File: config.mk
export PLATFORM = sky130hd
export DESIGN_NAME = vio_regbank
export DESIGN_NICKNAME = d
export VERILOG_FILES = /design/src/rtl/vio_regbank.sv
export SDC_FILE = /design/constraint.sdc
export NUM_CORES = 1
export LEC_CHECK = 0
export ABC_AREA = 0
export BUFFER_PORTS_ARGS = -buffer_cell sky130_fd_sc_hd__buf_4
export CAP_MARGIN = 20
export CORE_MARGIN = 3
export CORE_UTILIZATION = 55
export CTS_CLUSTER_DIAMETER = 50
export DETAILED_ROUTE_END_ITERATION = 10
export PLACE_DENSITY = 0.79
export SETUP_SLACK_MARGIN = 0.1
export SLEW_MARGIN = 5
export SYNTH_ARGS = -nofsm -noshare
export SYNTH_HDL_FRONTEND = slang
export SYNTH_SLANG_ARGS = --single-unit
File: constraint.sdc
create_clock -name clk -period 7.7 [get_ports clk]
set_input_delay 1.925 -clock clk [delete_from_list [all_inputs] [get_ports clk]]
set_output_delay 1.925 -clock clk [all_outputs]
set_load 0.005 [all_outputs]
File: src/rtl/vio_regbank.sv
module vio_regbank #(
  parameter int NUM_Q   = 4,
  parameter int NUM_VEC = 3,
  parameter int QDEPTH  = 128,
  parameter int AW      = 8
) (
  input  logic          clk,
  input  logic          rst_n,
  input  logic          req_i,
  input  logic          we_i,
  input  logic [AW-1:0] addr_i,
  input  logic [1:0]    size_i,
  input  logic [31:0]   wdata_i,
  output logic [31:0]   rdata_o,
  input  logic          msix_en_i,
  input  logic [31:0]   dev_feat_i,
  input  logic [31:0]   fallback_feat_i,
  input  logic          q_intr_i,
  input  logic          cfg_chg_i,
  input  logic          bm_off_i,
  output logic          irq_o,
  output logic          notify_o,
  output logic [15:0]   notify_idx_o,
  output logic          dev_rst_o,
  output logic          cfg_req_o,
  output logic          cfg_we_o,
  output logic [AW-1:0] cfg_addr_o,
  output logic [1:0]    cfg_size_o,
  output logic [31:0]   cfg_wdata_o,
  input  logic [31:0]   cfg_rdata_i
);
  localparam int QW = (NUM_Q > 1) ? $clog2(NUM_Q) : 1;
  localparam logic [AW-1:0] A_HFEAT = AW'(0);
  localparam logic [AW-1:0] A_GFEAT = AW'(4);
  localparam logic [AW-1:0] A_PFN   = AW'(8);
  localparam logic [AW-1:0] A_QSZ   = AW'(12);
  localparam logic [AW-1:0] A_QSEL  = AW'(14);
  localparam logic [AW-1:0] A_NOTE  = AW'(16);
  localparam logic [AW-1:0] A_STAT  = AW'(18);
  localparam logic [AW-1:0] A_ISR   = AW'(19);
  localparam logic [AW-1:0] A_CVEC  = AW'(20);
  localparam logic [AW-1:0] A_QVEC  = AW'(22);
  localparam logic [AW-1:0] BASE_LO = AW'(20);
  localparam logic [AW-1:0] BASE_HI = AW'(24);
  localparam logic [31:0] FIXED_FEAT = (32'd1 << 24) | (32'd1 << 28) | (32'd1 << 30);
  localparam int BAD_BIT = 30;
  localparam int DRV_OK  = 2;
  localparam logic [15:0] NO_VEC = 16'hFFFF;
  localparam logic [15:0] NV16   = 16'(NUM_VEC);
  localparam logic [31:0] NQ32   = 32'(NUM_Q);
  localparam logic [15:0] QSZ16  = 16'(QDEPTH);

  logic [31:0]   gfeat;
  logic [31:0]   pfn  [NUM_Q];
  logic [15:0]   qvec [NUM_Q];
  logic [15:0]   cvec;
  logic [QW-1:0] qsel;
  logic [7:0]    status, isr, isr_set;
  logic          notify_q, rst_q;
  logic [15:0]   nidx_q;

  logic [AW-1:0] base;
  logic          hdr, wr, rd, dev_clr, vec_ok;
  logic [15:0]   vec_val;

  assign base    = msix_en_i ? BASE_HI : BASE_LO;
  assign hdr     = addr_i < base;
  assign wr      = req_i & we_i & hdr;
  assign rd      = req_i & ~we_i & hdr;
  assign dev_clr = wr & (((addr_i == A_STAT) & (wdata_i[7:0] == 8'h00)) |
                         ((addr_i == A_PFN) & (wdata_i == 32'h0)));
  assign vec_val = wdata_i[15:0];
  assign vec_ok  = vec_val < NV16;
  assign isr_set = {6'b0, cfg_chg_i, q_intr_i | cfg_chg_i};

  assign cfg_req_o   = req_i & ~hdr;
  assign cfg_we_o    = we_i;
  assign cfg_addr_o  = addr_i - base;
  assign cfg_size_o  = size_i;
  assign cfg_wdata_o = wdata_i;

  assign irq_o        = ~msix_en_i & isr[0];
  assign notify_o     = notify_q;
  assign notify_idx_o = nidx_q;
  assign dev_rst_o    = rst_q;

  always_comb begin
    rdata_o = '1;
    if (!hdr) rdata_o = cfg_rdata_i;
    else begin
      case (addr_i)
        A_HFEAT: rdata_o = dev_feat_i | FIXED_FEAT;
        A_GFEAT: rdata_o = gfeat;
        A_PFN:   rdata_o = pfn[qsel];
        A_QSZ:   rdata_o = {16'h0, QSZ16};
        A_QSEL:  rdata_o = 32'(qsel);
        A_STAT:  rdata_o = {24'h0, status};
        A_ISR:   rdata_o = {24'h0, isr};
        A_CVEC:  if (msix_en_i) rdata_o = {16'h0, cvec};
        A_QVEC:  if (msix_en_i) rdata_o = {16'h0, qvec[qsel]};
        default: rdata_o = '1;
      endcase
    end
  end

  always_ff @(posedge clk or negedge rst_n) begin
    if (!rst_n) begin
      gfeat  <= '0;
      cvec   <= NO_VEC;
      qsel   <= '0;
      status <= '0;
      isr    <= '0;
      for (int i = 0; i < NUM_Q; i++) begin
        pfn[i]  <= '0;
        qvec[i] <= NO_VEC;
      end
    end else if (dev_clr) begin
      gfeat  <= '0;
      cvec   <= NO_VEC;
      qsel   <= '0;
      status <= '0;
      isr    <= '0;
      for (int i = 0; i < NUM_Q; i++) begin
        pfn[i]  <= '0;
        qvec[i] <= NO_VEC;
      end
    end else begin
      isr <= ((rd && addr_i == A_ISR) ? 8'h00 : isr) | isr_set;
      if (wr) begin
        case (addr_i)
          A_GFEAT: gfeat <= wdata_i[BAD_BIT] ? fallback_feat_i : wdata_i;
          A_PFN:   pfn[qsel] <= wdata_i;
          A_QSEL:  if (wdata_i < NQ32) qsel <= wdata_i[QW-1:0];
          A_STAT:  status <= wdata_i[7:0];
          A_CVEC:  if (msix_en_i) cvec <= vec_ok ? vec_val : NO_VEC;
          A_QVEC:  if (msix_en_i) qvec[qsel] <= vec_ok ? vec_val : NO_VEC;
          default: ;
        endcase
      end
      if (bm_off_i) begin
        if (wr && addr_i == A_STAT) status <= wdata_i[7:0] & ~(8'd1 << DRV_OK);
        else status[DRV_OK] <= 1'b0;
      end
    end
  end

  always_ff @(posedge clk or negedge rst_n) begin
    if (!rst_n) begin
      notify_q <= 1'b0;
      nidx_q   <= '0;
      rst_q    <= 1'b0;
    end else begin
      notify_q <= wr && addr_i == A_NOTE;
      if (wr && addr_i == A_NOTE) nidx_q <= wdata_i[15:0];
      rst_q <= dev_clr;
    end
  end

  a_r4_reset_clears: assert property (@(posedge clk) disable iff (!rst_n)
    dev_rst_o |-> (status == 8'h0 && isr == 8'h0 && gfeat == 32'h0 && qsel == '0));
  a_r6_isr_clear: assert property (@(posedge clk) disable iff (!rst_n)
    (rd && addr_i == A_ISR && !q_intr_i && !cfg_chg_i) |=> isr == 8'h0);
  a_r7_irq_drop: assert property (@(posedge clk) disable iff (!rst_n)
    (rd && addr_i == A_ISR && !q_intr_i && !cfg_chg_i) |=> !irq_o);
  a_r8_notify_src: assert property (@(posedge clk) disable iff (!rst_n)
    notify_o |-> $past(wr && addr_i == A_NOTE));
  a_r3_qsel_hold: assert property (@(posedge clk) disable iff (!rst_n)
    (wr && addr_i == A_QSEL && wdata_i >= NQ32) |=> $stable(qsel));
  a_r9_bad_vec: assert property (@(posedge clk) disable iff (!rst_n)
    (wr && msix_en_i && addr_i == A_CVEC && !vec_ok) |=> cvec == NO_VEC);
  a_r5_bm_off: assert property (@(posedge clk) disable iff (!rst_n)
    bm_off_i |=> !status[DRV_OK]);
endmodule

==> key figures <==
Detailed routing
  – Drt total wl: 43800 µm
  – DR vias: 11.8k
  – First DRT Iteration DRCs: 1351
  – ANT nets after route: 0
  – DRC errors left: 0
  – Avg WL per Cell: between 20 and 25 µm
  – DR vias/cell: about 6.6
  – Initial DRT Pass Iterations: 5

Clock network
  – CTS clk-pin slew, worst paths: 0.06 ns
  – CTS Buf Count: 30
  – CTS sink count: 270
  – Worst skew pair latency: 0.55 ns
  – CTS resizes: 0
  – CTS max path bufs: 3
  – Root buffer cell: clkbuf_16
  – Postcts setup bufs: 0
  – CTS tree: built
  – CTS H-tree depth: 1
  – Hold_buf cts: 0

Pwr
  – NetSw: 737 µW
  – Sw Ratio: 22.5%
  – Combinational Power Share: under 10%
  – Power share of the clock group: 48.4%
  – P per Cell Area: 196 mW/mm²
  – Power share of the sequential group: 43.8%
  – Pleak: between 0.007 and 0.008 µW
  – Int Pwr: around 2500 µW
  – Maximum VDD drop: 0.169 mV

Status
  – Status: complete, no violations

Timing
  – Post-route clock period utilization: a little under nine tenths
  – RSZ-0062 raised after global routing: false
  – Fin crit period: 6.60 ns
  – Slew Limit Fails: 0
  – Relative slew margins: 22.2%
  – Smallest hold slack: 0.486 ns
  – Final Hold Vio Count: 0
  – Final setup vio count: 0
  – Max frequency: around 150 MHz
  – Worst-Margin Slew: 1.17 ns
  – Setup TNS after final layout: 0 ns
  – Final Skew: 0.0297 ns

Layout
  – Most common cell after layout, fill and taps aside: buf_4
  – Layout cell share with drive strength beyond 1: about 33%
  – Finished Layout Cells: 1783
  – Layout overhead on the synthesized area: 20.6%
  – Antenna diode count: 0
  – Fin nets: 1584
  – Most frequent cells in the layout: buf_4, dfrtp_1, o21ai_0, nand2_1, dfstp_2
  – Fillers: 1813
  – Post-layout utilization of the core: 68.1%

Critical path
  – WS Path Type: in2out
  – Critical Path RT: 5.78 ns
  – FF-to-FF path depth: 6
  – CP Max Fanout: 19
  – Startpoint of the worst register-to-register path: qsel[0]$_DFFE_PN0P_
  – Internal reg-to-reg setup slack: 4.01 ns
  – Capture point of the worst reg-to-reg path: pfn[68]$_DFFE_PN0P_
  – Launch point of the worst path: addr_i[4]
  – Crit path launch type: input port
  – Critical Path End: rdata_o[10]
  – Element type at the critical path end: output pin
  – Worst endpoint data arrival time: 4.67 ns

Logic synthesis
  – Cell area after synthesis: 0.0139 mm²
  – EDFF count, synth: 0
  – Avg Cell Area, Syn: 10.8 µm²
  – Synth warnings: 0
  – Post-synthesis sequential area ratio: 49.3%
  – Seq cells post-synth: 270
  – Synth cell types: 70
  – Top FF cell, synth: dfrtp_1
  – Asr flop ratio synth: 100%
  – Mapped Nets: 1438
  – Post-synthesis cell count: 1289

Floorplan
  – Die Y: 165 µm
  – Die width: 165 µm
  – Row count: 57
  – Initial Utilization: between 50% and 60%
  – Die area: 0.0272 mm²
  – Ports: 241
  – Core area: roughly 0.025 mm²

Global route
  – GR Util met1: 42.9%
  – M3 GR Usage: 5.59%
  – Gr usage total: 31.7%
  – Initial antenna violation count: 0
  – Busiest layer in global routing: met2
  – Largest net degree at the start of global routing: 138
  – Vias in the first global route: 11.9k
  – Grt ovf: 0
  – Met2 usage: 51.0%
  – First-pass GRT wire length: around 67000 µm

Placed design
  – GPL Wtd Cong: 0.917
  – Number of port buffers: between 200 and 250
  – DP Wirelength: 28200 µm
  – Placed Cells: 1722

Job
  – Max Cap Viol: 0

Hold path
  – Worst hold path type: reg2reg
[cells in the mapped netlist (6+ instances only)]
master | n | share of area [%]
dfrtp_1 | 190 | 34
o21ai_0 | 170 | 6.1
nand2_1 | 85 | 2.3
dfstp_2 | 80 | 15
nor2_1 | 80 | 2.2
clkbuf_1 | 69 | 1.9
a22o_1 | 62 | 3.9
o21a_1 | 56 | 3.0
mux2i_1 | 54 | 3.9
mux4_2 | 47 | 7.6
a21oi_1 | 38 | 1.4
buf_4 | 38 | 2.1
inv_1 | 36 | 0.97
a211oi_1 | 33 | 1.8
buf_2 | 28 | 1.0
o21ai_1 | 25 | 0.90
nand3_1 | 13 | 0.47
a32o_1 | 12 | 0.86
a31oi_1 | 11 | 0.50
nand2b_1 | 11 | 0.50
nor4_1 | 10 | 0.45
o2bb2ai_1 | 10 | 0.63
a221oi_1 | 9 | 0.57
a2bb2oi_1 | 8 | 0.50
nor2b_1 | 8 | 0.36
nor3_1 | 8 | 0.29
mux2_2 | 6 | 0.49
[sequential cells by signal, summed over array words and instances (netlist names)]
signal        flops
cvec             16
dev_rst_o         1
gfeat            32
isr               2
notify_idx_o     16
notify_o          1
pfn             128
qsel              2
qvec             64
status            8
[per-layer routing]
layer	vias up	part of all wire, %
met5	-	0
met4	0	3.8
met3	124	11
met2	774	48
met1	5924	37
li1	5025	-
[critical path, stage by stage]
cell and delay (ns):
buf_4 0.25, or4b_1 0.63, or4_1 0.57, a31oi_4 0.69, buf_4 0.34, a21oi_1 0.09, buf_4 0.16
[cell type report]
| cell class | instances | area (µm²) | share of cell area, % |
|---|---|---|---|
| repair buffers | 258 | 2000 | 11.9 |
| multi-input cells | 838 | 6240 | 37.3 |
| clock inverters | 15 | 239 | 1.43 |
| inverters | 37 | 139 | 0.829 |
| well taps | 324 | 405 | 2.42 |
| clock buffers | 41 | 873 | 5.21 |
| flip-flops and latches | 270 | 6860 | 40.9 |
[power by group through the flow]
| stage | combinational, µW | sequential [µW] | clock [µW] |
|---|---|---|---|
| after floorplan | 101 | 1460 | 0 |
| after global placement | 252 | 1460 | 0 |
| after detailed placement | 255 | 1460 | 0 |
| after CTS | 257 | 1440 | 1600 |
| after global routing | 278 | 1440 | 1650 |
| final | 257 | 1440 | 1590 |
[metrics by stage]
step                total power (µW)  setup WS (ns)  instance area, µm²
global placement                1710           1.20               15600
floorplan                       1560           1.04               13900
finish                          3280           1.10               16800
CTS                             3290           1.17               16700
global route                    3370          0.996               16800
detailed placement              1710           1.18               15600
[cell families after synthesis]
group | Yosys count | synth area share [%]
AO/OA/AOI/OAI | 468 | 22.7
XOR/XNOR | 4 | 0.252
adder cells (fa/ha/maj) | 3 | 0.324
buffers and inverters | 181 | 6.38
flip-flops | 270 | 49.3
multiplexers | 107 | 12.0
AND/OR/NAND/NOR | 256 | 9.02
[worst min-delay path by stage]
stage                                 from                     endpoint  depth (start not counted)
2_1_floorplan         pfn[100]$_DFFE_PN0P_         pfn[100]$_DFFE_PN0P_                          1
3_5_place_dp          pfn[100]$_DFFE_PN0P_         pfn[100]$_DFFE_PN0P_                          1
3_3_place_gp   notify_idx_o[4]$_DFFE_PN0P_  notify_idx_o[4]$_DFFE_PN0P_                          2
5_1_grt        notify_idx_o[6]$_DFFE_PN0P_  notify_idx_o[6]$_DFFE_PN0P_                          2
4_1_cts        notify_idx_o[6]$_DFFE_PN0P_  notify_idx_o[6]$_DFFE_PN0P_                          2
6_report       notify_idx_o[0]$_DFFE_PN0P_  notify_idx_o[0]$_DFFE_PN0P_                          2
No activity file was read; power rests on OpenSTA's default activity.
